<file path="config.mk">
export PLATFORM = sky130hd
export DESIGN_NAME = pipe_hazard_ctrl
export DESIGN_NICKNAME = d
export VERILOG_FILES = /design/src/rtl/hzd_pkg.sv /design/src/rtl/hzd_ctrl_pipe.sv /design/src/rtl/hzd_load_use.sv /design/src/rtl/hzd_fwd_sel.sv /design/src/rtl/pipe_hazard_ctrl.sv
export SDC_FILE = /design/constraint.sdc
export NUM_CORES = 1
export LEC_CHECK = 0
export CORE_MARGIN = 2
export CORE_UTILIZATION = 49
export DETAILED_ROUTE_END_ITERATION = 6
export PLACE_DENSITY = 0.77
export SETUP_SLACK_MARGIN = 0.1
export SYNTH_ARGS = -nofsm -noshare
export SYNTH_HDL_FRONTEND = slang
export SYNTH_SLANG_ARGS = --single-unit
export TNS_END_PERCENT = 10
</file>
<file path="constraint.sdc">
create_clock -name clk -period 2 [get_ports clk]
set_input_delay 0.2 -clock clk [delete_from_list [all_inputs] [get_ports clk]]
set_output_delay 0.2 -clock clk [all_outputs]
set_load 0.01 [all_outputs]
</file>
<file path="src/rtl/hzd_pkg.sv">
package hzd_pkg;
  localparam int REG_AW  = 5;
  localparam int NUM_SRC = 2;
  localparam int FWD_W   = 2;

  typedef logic [REG_AW-1:0] reg_idx_t;

  // fields of the instruction held in the execute slot
  typedef struct packed {
    reg_idx_t rs;
    reg_idx_t rt;
    reg_idx_t rd;
    logic     reg_write;
    logic     mem_read;
    logic     mem_write;
  } ex_slot_t;

  // fields kept for the memory slot
  typedef struct packed {
    reg_idx_t rd;
    logic     we;
    logic     ld;
  } mem_slot_t;

  // fields kept for the write-back slot
  typedef struct packed {
    reg_idx_t rd;
    logic     we;
  } wb_slot_t;

  typedef enum logic [FWD_W-1:0] {
    FWD_RF  = 2'b00,
    FWD_WB  = 2'b01,
    FWD_EXM = 2'b10
  } fwd_sel_e;
endpackage

</file>
<file path="src/rtl/hzd_ctrl_pipe.sv">
module hzd_ctrl_pipe
  import hzd_pkg::*;
(
  input  logic      clk,
  input  logic      rst_n,
  input  logic      id_valid,
  input  ex_slot_t  id_slot,
  input  logic      bubble,
  output ex_slot_t  ex_q,
  output mem_slot_t mem_q,
  output wb_slot_t  wb_q
);
  ex_slot_t  ex_d;
  mem_slot_t mem_d;
  wb_slot_t  wb_d;
  logic      adv_en;

  // the control shadow advances every cycle; a stall only swaps in a bubble
  assign adv_en = 1'b1;

  always_comb begin
    if (bubble || !id_valid) ex_d = '0;
    else                     ex_d = id_slot;
    mem_d.rd = ex_q.rd;
    mem_d.we = ex_q.reg_write;
    mem_d.ld = ex_q.mem_read;
    wb_d.rd  = mem_q.rd;
    wb_d.we  = mem_q.we;
  end

  always_ff @(posedge clk or negedge rst_n) begin
    if (!rst_n) begin
      ex_q  <= '0;
      mem_q <= '0;
      wb_q  <= '0;
    end else if (adv_en) begin
      ex_q  <= ex_d;
      mem_q <= mem_d;
      wb_q  <= wb_d;
    end
  end


  bubble_clear_chk: assert property (@(posedge clk) disable iff (!rst_n)
    bubble |=> (!ex_q.reg_write && !ex_q.mem_read && !ex_q.mem_write));
endmodule

</file>
<file path="src/rtl/hzd_load_use.sv">
module hzd_load_use
  import hzd_pkg::*;
(
  input  logic     clk,
  input  logic     rst_n,
  input  logic     id_valid,
  input  reg_idx_t id_rs,
  input  reg_idx_t id_rt,
  input  ex_slot_t ex_slot,
  output logic     stall
);
  logic ex_is_load;
  logic rs_hit;
  logic rt_hit;

  always_comb begin
    ex_is_load = ex_slot.reg_write && ex_slot.mem_read && (ex_slot.rd != '0);
    rs_hit     = (ex_slot.rd == id_rs);
    rt_hit     = (ex_slot.rd == id_rt);
    stall      = id_valid && ex_is_load && (rs_hit || rt_hit);
  end


  single_stall_chk: assert property (@(posedge clk) disable iff (!rst_n)
    stall |=> !stall);


  r0_no_stall_chk: assert property (@(posedge clk) disable iff (!rst_n)
    (ex_slot.rd == '0) |-> !stall);
endmodule

</file>
<file path="src/rtl/hzd_fwd_sel.sv">
module hzd_fwd_sel
  import hzd_pkg::*;
(
  input  logic                             clk,
  input  logic                             rst_n,
  input  reg_idx_t                         src_rs,
  input  reg_idx_t                         src_rt,
  input  mem_slot_t                        mem_slot,
  input  wb_slot_t                         wb_slot,
  output logic [NUM_SRC-1:0][FWD_W-1:0]    sel
);
  reg_idx_t src [NUM_SRC];
  logic     exm_ok;
  logic     wb_ok;

  always_comb begin
    src[0] = src_rs;
    src[1] = src_rt;
    exm_ok = mem_slot.we && !mem_slot.ld && (mem_slot.rd != '0);
    wb_ok  = wb_slot.we && (wb_slot.rd != '0);
  end

  for (genvar k = 0; k < NUM_SRC; k++) begin : g_opnd
    fwd_sel_e pick;

    always_comb begin
      if (exm_ok && (mem_slot.rd == src[k]))  pick = FWD_EXM;
      else if (wb_ok && (wb_slot.rd == src[k])) pick = FWD_WB;
      else                                     pick = FWD_RF;
    end

    assign sel[k] = pick;


    r0_fwd_chk: assert property (@(posedge clk) disable iff (!rst_n)
      (src[k] == '0) |-> (sel[k] == FWD_RF));


    fwd_code_chk: assert property (@(posedge clk) disable iff (!rst_n)
      $onehot0(sel[k]));


    load_escape_chk: assert property (@(posedge clk) disable iff (!rst_n)
      (mem_slot.we && mem_slot.ld && (mem_slot.rd != '0)) |-> (mem_slot.rd != src[k]));
  end
endmodule

</file>
<file path="src/rtl/pipe_hazard_ctrl.sv">
module pipe_hazard_ctrl
  import hzd_pkg::*;
(
  input  logic              clk,
  input  logic              rst_n,
  input  logic              id_valid,
  input  logic [REG_AW-1:0] id_rs,
  input  logic [REG_AW-1:0] id_rt,
  input  logic [REG_AW-1:0] id_rd,
  input  logic              id_reg_write,
  input  logic              id_mem_read,
  input  logic              id_mem_write,
  output logic              pc_hold,
  output logic              ifid_hold,
  output logic              idex_bubble,
  output logic [FWD_W-1:0]  fwd_a,
  output logic [FWD_W-1:0]  fwd_b,
  output logic              ex_reg_write,
  output logic              ex_mem_read,
  output logic              ex_mem_write
);
  logic      rst_meta_n;
  logic      rst_sync_n;
  ex_slot_t  id_slot;
  ex_slot_t  ex_q;
  mem_slot_t mem_q;
  wb_slot_t  wb_q;
  logic      stall;
  logic [NUM_SRC-1:0][FWD_W-1:0] sel;

  // asynchronous assertion, synchronous release
  always_ff @(posedge clk or negedge rst_n) begin
    if (!rst_n) begin
      rst_meta_n <= 1'b0;
      rst_sync_n <= 1'b0;
    end else begin
      rst_meta_n <= 1'b1;
      rst_sync_n <= rst_meta_n;
    end
  end

  always_comb begin
    id_slot.rs        = id_rs;
    id_slot.rt        = id_rt;
    id_slot.rd        = id_rd;
    id_slot.reg_write = id_reg_write;
    id_slot.mem_read  = id_mem_read;
    id_slot.mem_write = id_mem_write;
  end

  hzd_load_use u_ldu (
    .clk      (clk),
    .rst_n    (rst_sync_n),
    .id_valid (id_valid),
    .id_rs    (id_rs),
    .id_rt    (id_rt),
    .ex_slot  (ex_q),
    .stall    (stall)
  );

  hzd_ctrl_pipe u_pipe (
    .clk      (clk),
    .rst_n    (rst_sync_n),
    .id_valid (id_valid),
    .id_slot  (id_slot),
    .bubble   (stall),
    .ex_q     (ex_q),
    .mem_q    (mem_q),
    .wb_q     (wb_q)
  );

  hzd_fwd_sel u_fwd (
    .clk      (clk),
    .rst_n    (rst_sync_n),
    .src_rs   (ex_q.rs),
    .src_rt   (ex_q.rt),
    .mem_slot (mem_q),
    .wb_slot  (wb_q),
    .sel      (sel)
  );

  assign pc_hold      = stall;
  assign ifid_hold    = stall;
  assign idex_bubble  = stall;
  assign fwd_a        = sel[0];
  assign fwd_b        = sel[1];
  assign ex_reg_write = ex_q.reg_write;
  assign ex_mem_read  = ex_q.mem_read;
  assign ex_mem_write = ex_q.mem_write;


  bubble_fwd_chk: assert property (@(posedge clk) disable iff (!rst_sync_n)
    idex_bubble |=> (fwd_a == 2'b00 && fwd_b == 2'b00));
endmodule

</file>
# Yosys cells after proc, flatten, opt, wreduce, memory -nomap -nowiden
# Index checks and enable logic that the tools add are counted.
[totals]
wordCells = 42
reg_bits = 33
[classes]
n_reduce_logical = 18
n_eq_ne = 6
mux = 5
[ops]
columns = ["operator", "count"]
rows = [
  ["$eq A5 B5 Y1", 6],
  ["$mux W18", 1],
  ["$reduce_bool A5 Y1", 3],
  ["$logic_and A1 B1 Y1", 11],
  ["$mux W2", 2],
  ["$logic_not A1 Y1", 2],
  ["$logic_or A1 B1 Y1", 2],
  ["$mux W1", 2],
]

# Depth between registers and ports, before layout
[logic_depth]
word_depth = 6
mapped_depth = 5
depth_no_buf = 4

# Modules after synthesis
# From an unflattened synthesis, not the netlist that was laid out.
[unflattened]
hier_cells = 108
hier_area_um2 = 1427.6
[modules_own_cells]
columns = ["module", "n_inst", "cells_per_inst", "area_per_inst_um2"]
rows = [
  ["hzd_ctrl_pipe", 1, 51, 965.9],
  ["hzd_fwd_sel", 1, 35, 264.0],
  ["hzd_load_use", 1, 17, 128.9],
  ["pipe_hazard_ctrl", 1, 5, 68.8],
]

# Worst setup path before layout
# No wires, ideal clock.
[synth_path]
kind = "flip-flop to output port"
from = "reg, netlist name u_pipe.mem_q[3]"
to = "out fwd_a[0]"
setup_slack_ps = 258
path_buffers = 0
t_required_ps = 1800
t_arrival_ps = 1542
stages_incl_launch_ff = 5
cell_sequence = "dfrtp_1 or4_1 o21ai_2 nor4_1 nor4_2"
[synth_between]
elab_chain_len = 4
[synth_rtl]
columns = ["element", "line", "source"]
rows = [
  ["$reduce_bool A5 Y1", "hzd_fwd_sel.sv:19", "exm_ok = mem_slot.we && !mem_slot.ld && (mem_slot.rd != '0);"],
  ["$logic_and A1 B1 Y1", "hzd_fwd_sel.sv:19", ""],
  ["$logic_and A1 B1 Y1 (*)", "hzd_fwd_sel.sv:27", "if (exm_ok && (mem_slot.rd == src[k])) pick = FWD_EXM;"],
  ["$mux W2 (*)", "hzd_fwd_sel.sv:27", ""],
  ["end: declaration", "pipe_hazard_ctrl.sv:16", "output logic [FWD_W-1:0] fwd_a,"],
]
# Every way passes the cells marked *; elsewhere a longest branch is shown, timed or not.

# Worst setup path after layout
[layout_path]
from = "reg, netlist name u_pipe.mem_q[6]"
to = "out fwd_a[0]"
[layout_between]
elab_chain_len = 4
[layout_rtl]
columns = ["element", "line"]
rows = [
  ["$reduce_bool A5 Y1", "hzd_fwd_sel.sv:19"],
  ["$logic_and A1 B1 Y1", "hzd_fwd_sel.sv:19"],
  ["$logic_and A1 B1 Y1 (*)", "hzd_fwd_sel.sv:27"],
  ["$mux W2 (*)", "hzd_fwd_sel.sv:27"],
]
# Marks and branches as above.

==> results.tsv <==
metric	value	unit
status	complete, but fails checks	
violations	setup timing	
clk_pin_slew	0.09	ns
grt_pass1_vias	1131	
cp_data_required_time	1.80	ns
max_freq	483	MHz
crit_path_max_fanout	2	
cts_num_sinks	33	
clockBufferDepth	2	
stdcell_count	205	
start_util	0.517	
wl_per_cell	13.7	µm
crit_path_frequent_cell	nor4_2	
crit_type	flop to primary output	
die_area	0.00339	mm²
pin_count	31	
synth-seq-cells	33	
root_buffer	clkbuf_4	
ys_seq_area_frac	0.574	
hold_violations	0	
cts.htree.levels	2	
port_buffers	30	
routed_wl	2810	µm
seq_area	827	µm²
row_count	19	
leakagePower	0.000893	µW
dr.pass1.iters	6	
rsz0062_at_grt	yes	
fp.coreArea	0.00278	mm²
synth_top_area_frac	0.574	
hold_path.class	input port to asynchronous set/reset pin	
die_y	58.2	µm
p_per_area	672	mW/mm²
gp_congestion	0.889	
dpl.hpwl	2160	µm
ctsHoldBuffers	0	
timing.critical_path.to_type	primary output	
crit_path_top_delay_cell	or4_4	
drt_iter0_markers	22	
power	1300	µW
slowest_delay	0.54	ns
cts_tree	built	
ff2ff_path_depth	5	
grt_usage	0.201	
setup_tns	-0.157	ns
drc	0	
num_vias	1084	
ys_warn_count	0	
ff2ff_setup_slack	0.54	ns
post_drt_via_cell_ratio	5.29	
cp.arrival	1.87	ns
overflow	0	
post-route-util	0.694	
multiInputGateArea	627	µm²
synth_area	0.00144	mm²
syn_nets	150	
area_delta_synth_final	34.2	%
yosys.area.top_type	dfrtp_1	
cts_made_buffers	5	
cp-startpoint	u_pipe.mem_q[6]	
post-route-period-util	1.03	
r2r-start	u_pipe.ex_q[3]	
slew_violations	0	
grt_pass1_wl	4910	µm
period_minus_slack	2.07	ns
syn_avg_cell_area	11.2	µm²
drive_gt1_frac	0.224	
finClkSkew	0.00569	ns
fin_nets	195	
die_w	58.2	µm
yosys-top-cells-area	dfrtp_1 (57%), xnor2_1 (9.7%), xor2_1 (8.5%), a21oi_1 (6.3%), nand2_1 (5.2%)	
setup_ws	-0.0686	ns
fillCellCount	207	
n_antenna_cell	0	
ant_nets	0	
antenna_found_initial	0	
r2r-end	u_pipe.ex_q[10]	
insertion_delay	0.32	ns
start_kind	flop	
ys_types	21	
dp_cells	196	
cp_cell_sequence	or4_4 -> o21ai_4 -> nor4_2 -> nor4_2 -> buf_2	
setup_viol	3	
netlist_instances	129	
grt_max_degree	32	
maxCapViolCount	0	
peakVddDrop	0.576	mV
## logic make-up (layout without fill, tap and decap cells)
group / count (synthesis) / in the layout / synth area share
compound gates: 22 / 22 / 0.0870
flops: 33 / 33 / 0.574
buf+inv: 6 / 51 / 0.0226
simple gates: 37 / 37 / 0.131
xor+xnor: 30 / 30 / 0.183
other cells: 1 / 1 / 0.00261
## stage by stage
| stage | setup WS (ns) | hold slack (ns) | instance area, µm² |
|---|---|---|---|
| 2_1_floorplan | 0.258 | -0.0956 | 1440 |
| 3_3_place_gp | -0.124 | 0.252 | 1840 |
| 3_5_place_dp | -0.181 | 0.256 | 1840 |
| 4_1_cts | -0.0919 | 0.0148 | 1920 |
| 5_1_grt | -0.181 | 0.0153 | 1930 |
| 6_report | -0.0686 | 0.0276 | 1930 |
## cell usage in the layout, fill, tap and decap left out
| cell type | netlist | routed |
|---|---|---|
| a21oi_1 | 18 | 18 |
| a21oi_2 | 1 | 1 |
| and2_4 | 0 | 1 |
| buf_2 | 2 | 5 |
| buf_4 | 2 | 14 |
| clkbuf_1 | 2 | 1 |
| clkbuf_4 | 0 | 5 |
| clkbuf_8 | 0 | 1 |
| clkdlybuf4s15_2 | 0 | 2 |
| clkdlybuf4s50_1 | 0 | 23 |
| conb_1 | 1 | 1 |
| dfrtp_1 | 33 | 32 |
| dfrtp_2 | 0 | 1 |
| nand2_1 | 20 | 20 |
| nand3_1 | 5 | 5 |
| nor2_1 | 1 | 1 |
| nor2b_1 | 1 | 1 |
| nor3_1 | 1 | 1 |
| nor4_2 | 2 | 3 |
| nor4_4 | 0 | 1 |
| o21ai_1 | 1 | 1 |
| o21ai_4 | 0 | 1 |
| o22ai_2 | 1 | 1 |
| or4_1 | 4 | 2 |
| or4_4 | 0 | 2 |
| xnor2_1 | 16 | 15 |
| xnor2_2 | 0 | 1 |
| xor2_1 | 14 | 14 |
## sequential cells by signal, summed over array words and instances, names as in the netlist
register / flops
u_pipe.ex_q: 18
u_pipe.mem_q: 7
u_pipe.wb_q: 6
rst_meta_n: 1
rst_sync_n: 1
## synth_stat cells, drive strengths merged
cell	count
a21oi	19
and2	1
buf	4
clkbuf	2
conb	1
dfrtp	33
nand2	20
nand3	5
nor2	1
nor2b	1
nor3	1
nor4	4
o21ai	2
o22ai	1
or4	4
xnor2	16
xor2	14
## worst max-delay path, delay by kind of cell (launching register included)
family,cells,cell delay (ns)
buf+inv,1,0.16
compound gates,1,0.15
simple gates,3,0.85
flops,1,0.39
## worst max path at each step
stage                    end  slack [ns]  cells after the start
finish              fwd_a[0]       -0.07                      5
global route        fwd_a[0]       -0.18                      5
CTS                 fwd_b[0]       -0.09                      4
detailed placement  fwd_b[0]       -0.18                      5
global placement    fwd_b[0]       -0.12                      5
floorplan           fwd_a[0]        0.26                      4
## metal layers
metal,track usage,routed length [µm],vias to the layer above
li1,-,-,521
met1,0.232,1080,509
met2,0.334,1490,46
met3,0.0759,174,8
met4,0.0864,68,0
met5,0,0,-
## cell type report
class | count | share of cell area
flip-flops and latches | 33 | 0.428
multi-input cells | 90 | 0.325
repair buffers | 44 | 0.198
clock buffers | 7 | 0.0285
well taps | 31 | 0.0201
## where the power goes
part / internal [µW] / leakage [µW] / switching (µW) / total (µW)
logic: 112 / 0.000440 / 95.0 / 207
clock network: 166 / 0.0000314 / 192 / 358
registers: 701 / 0.000422 / 30.6 / 732
total: 979 / 0.000893 / 318 / 1300
## what timing repair did
| action | in CTS | in global routing |
|---|---|---|
| gates resized for setup | 31 | 4 |
| buffers inserted | 1 | 1 |
| endpoints found under the hold margin | 0 | 0 |
| cloned | 0 | 0 |
| endpoints found under the setup margin | 7 | 7 |
| pin swaps | 13 | 4 |
Note: power is estimated with default switching activity, not from simulation.
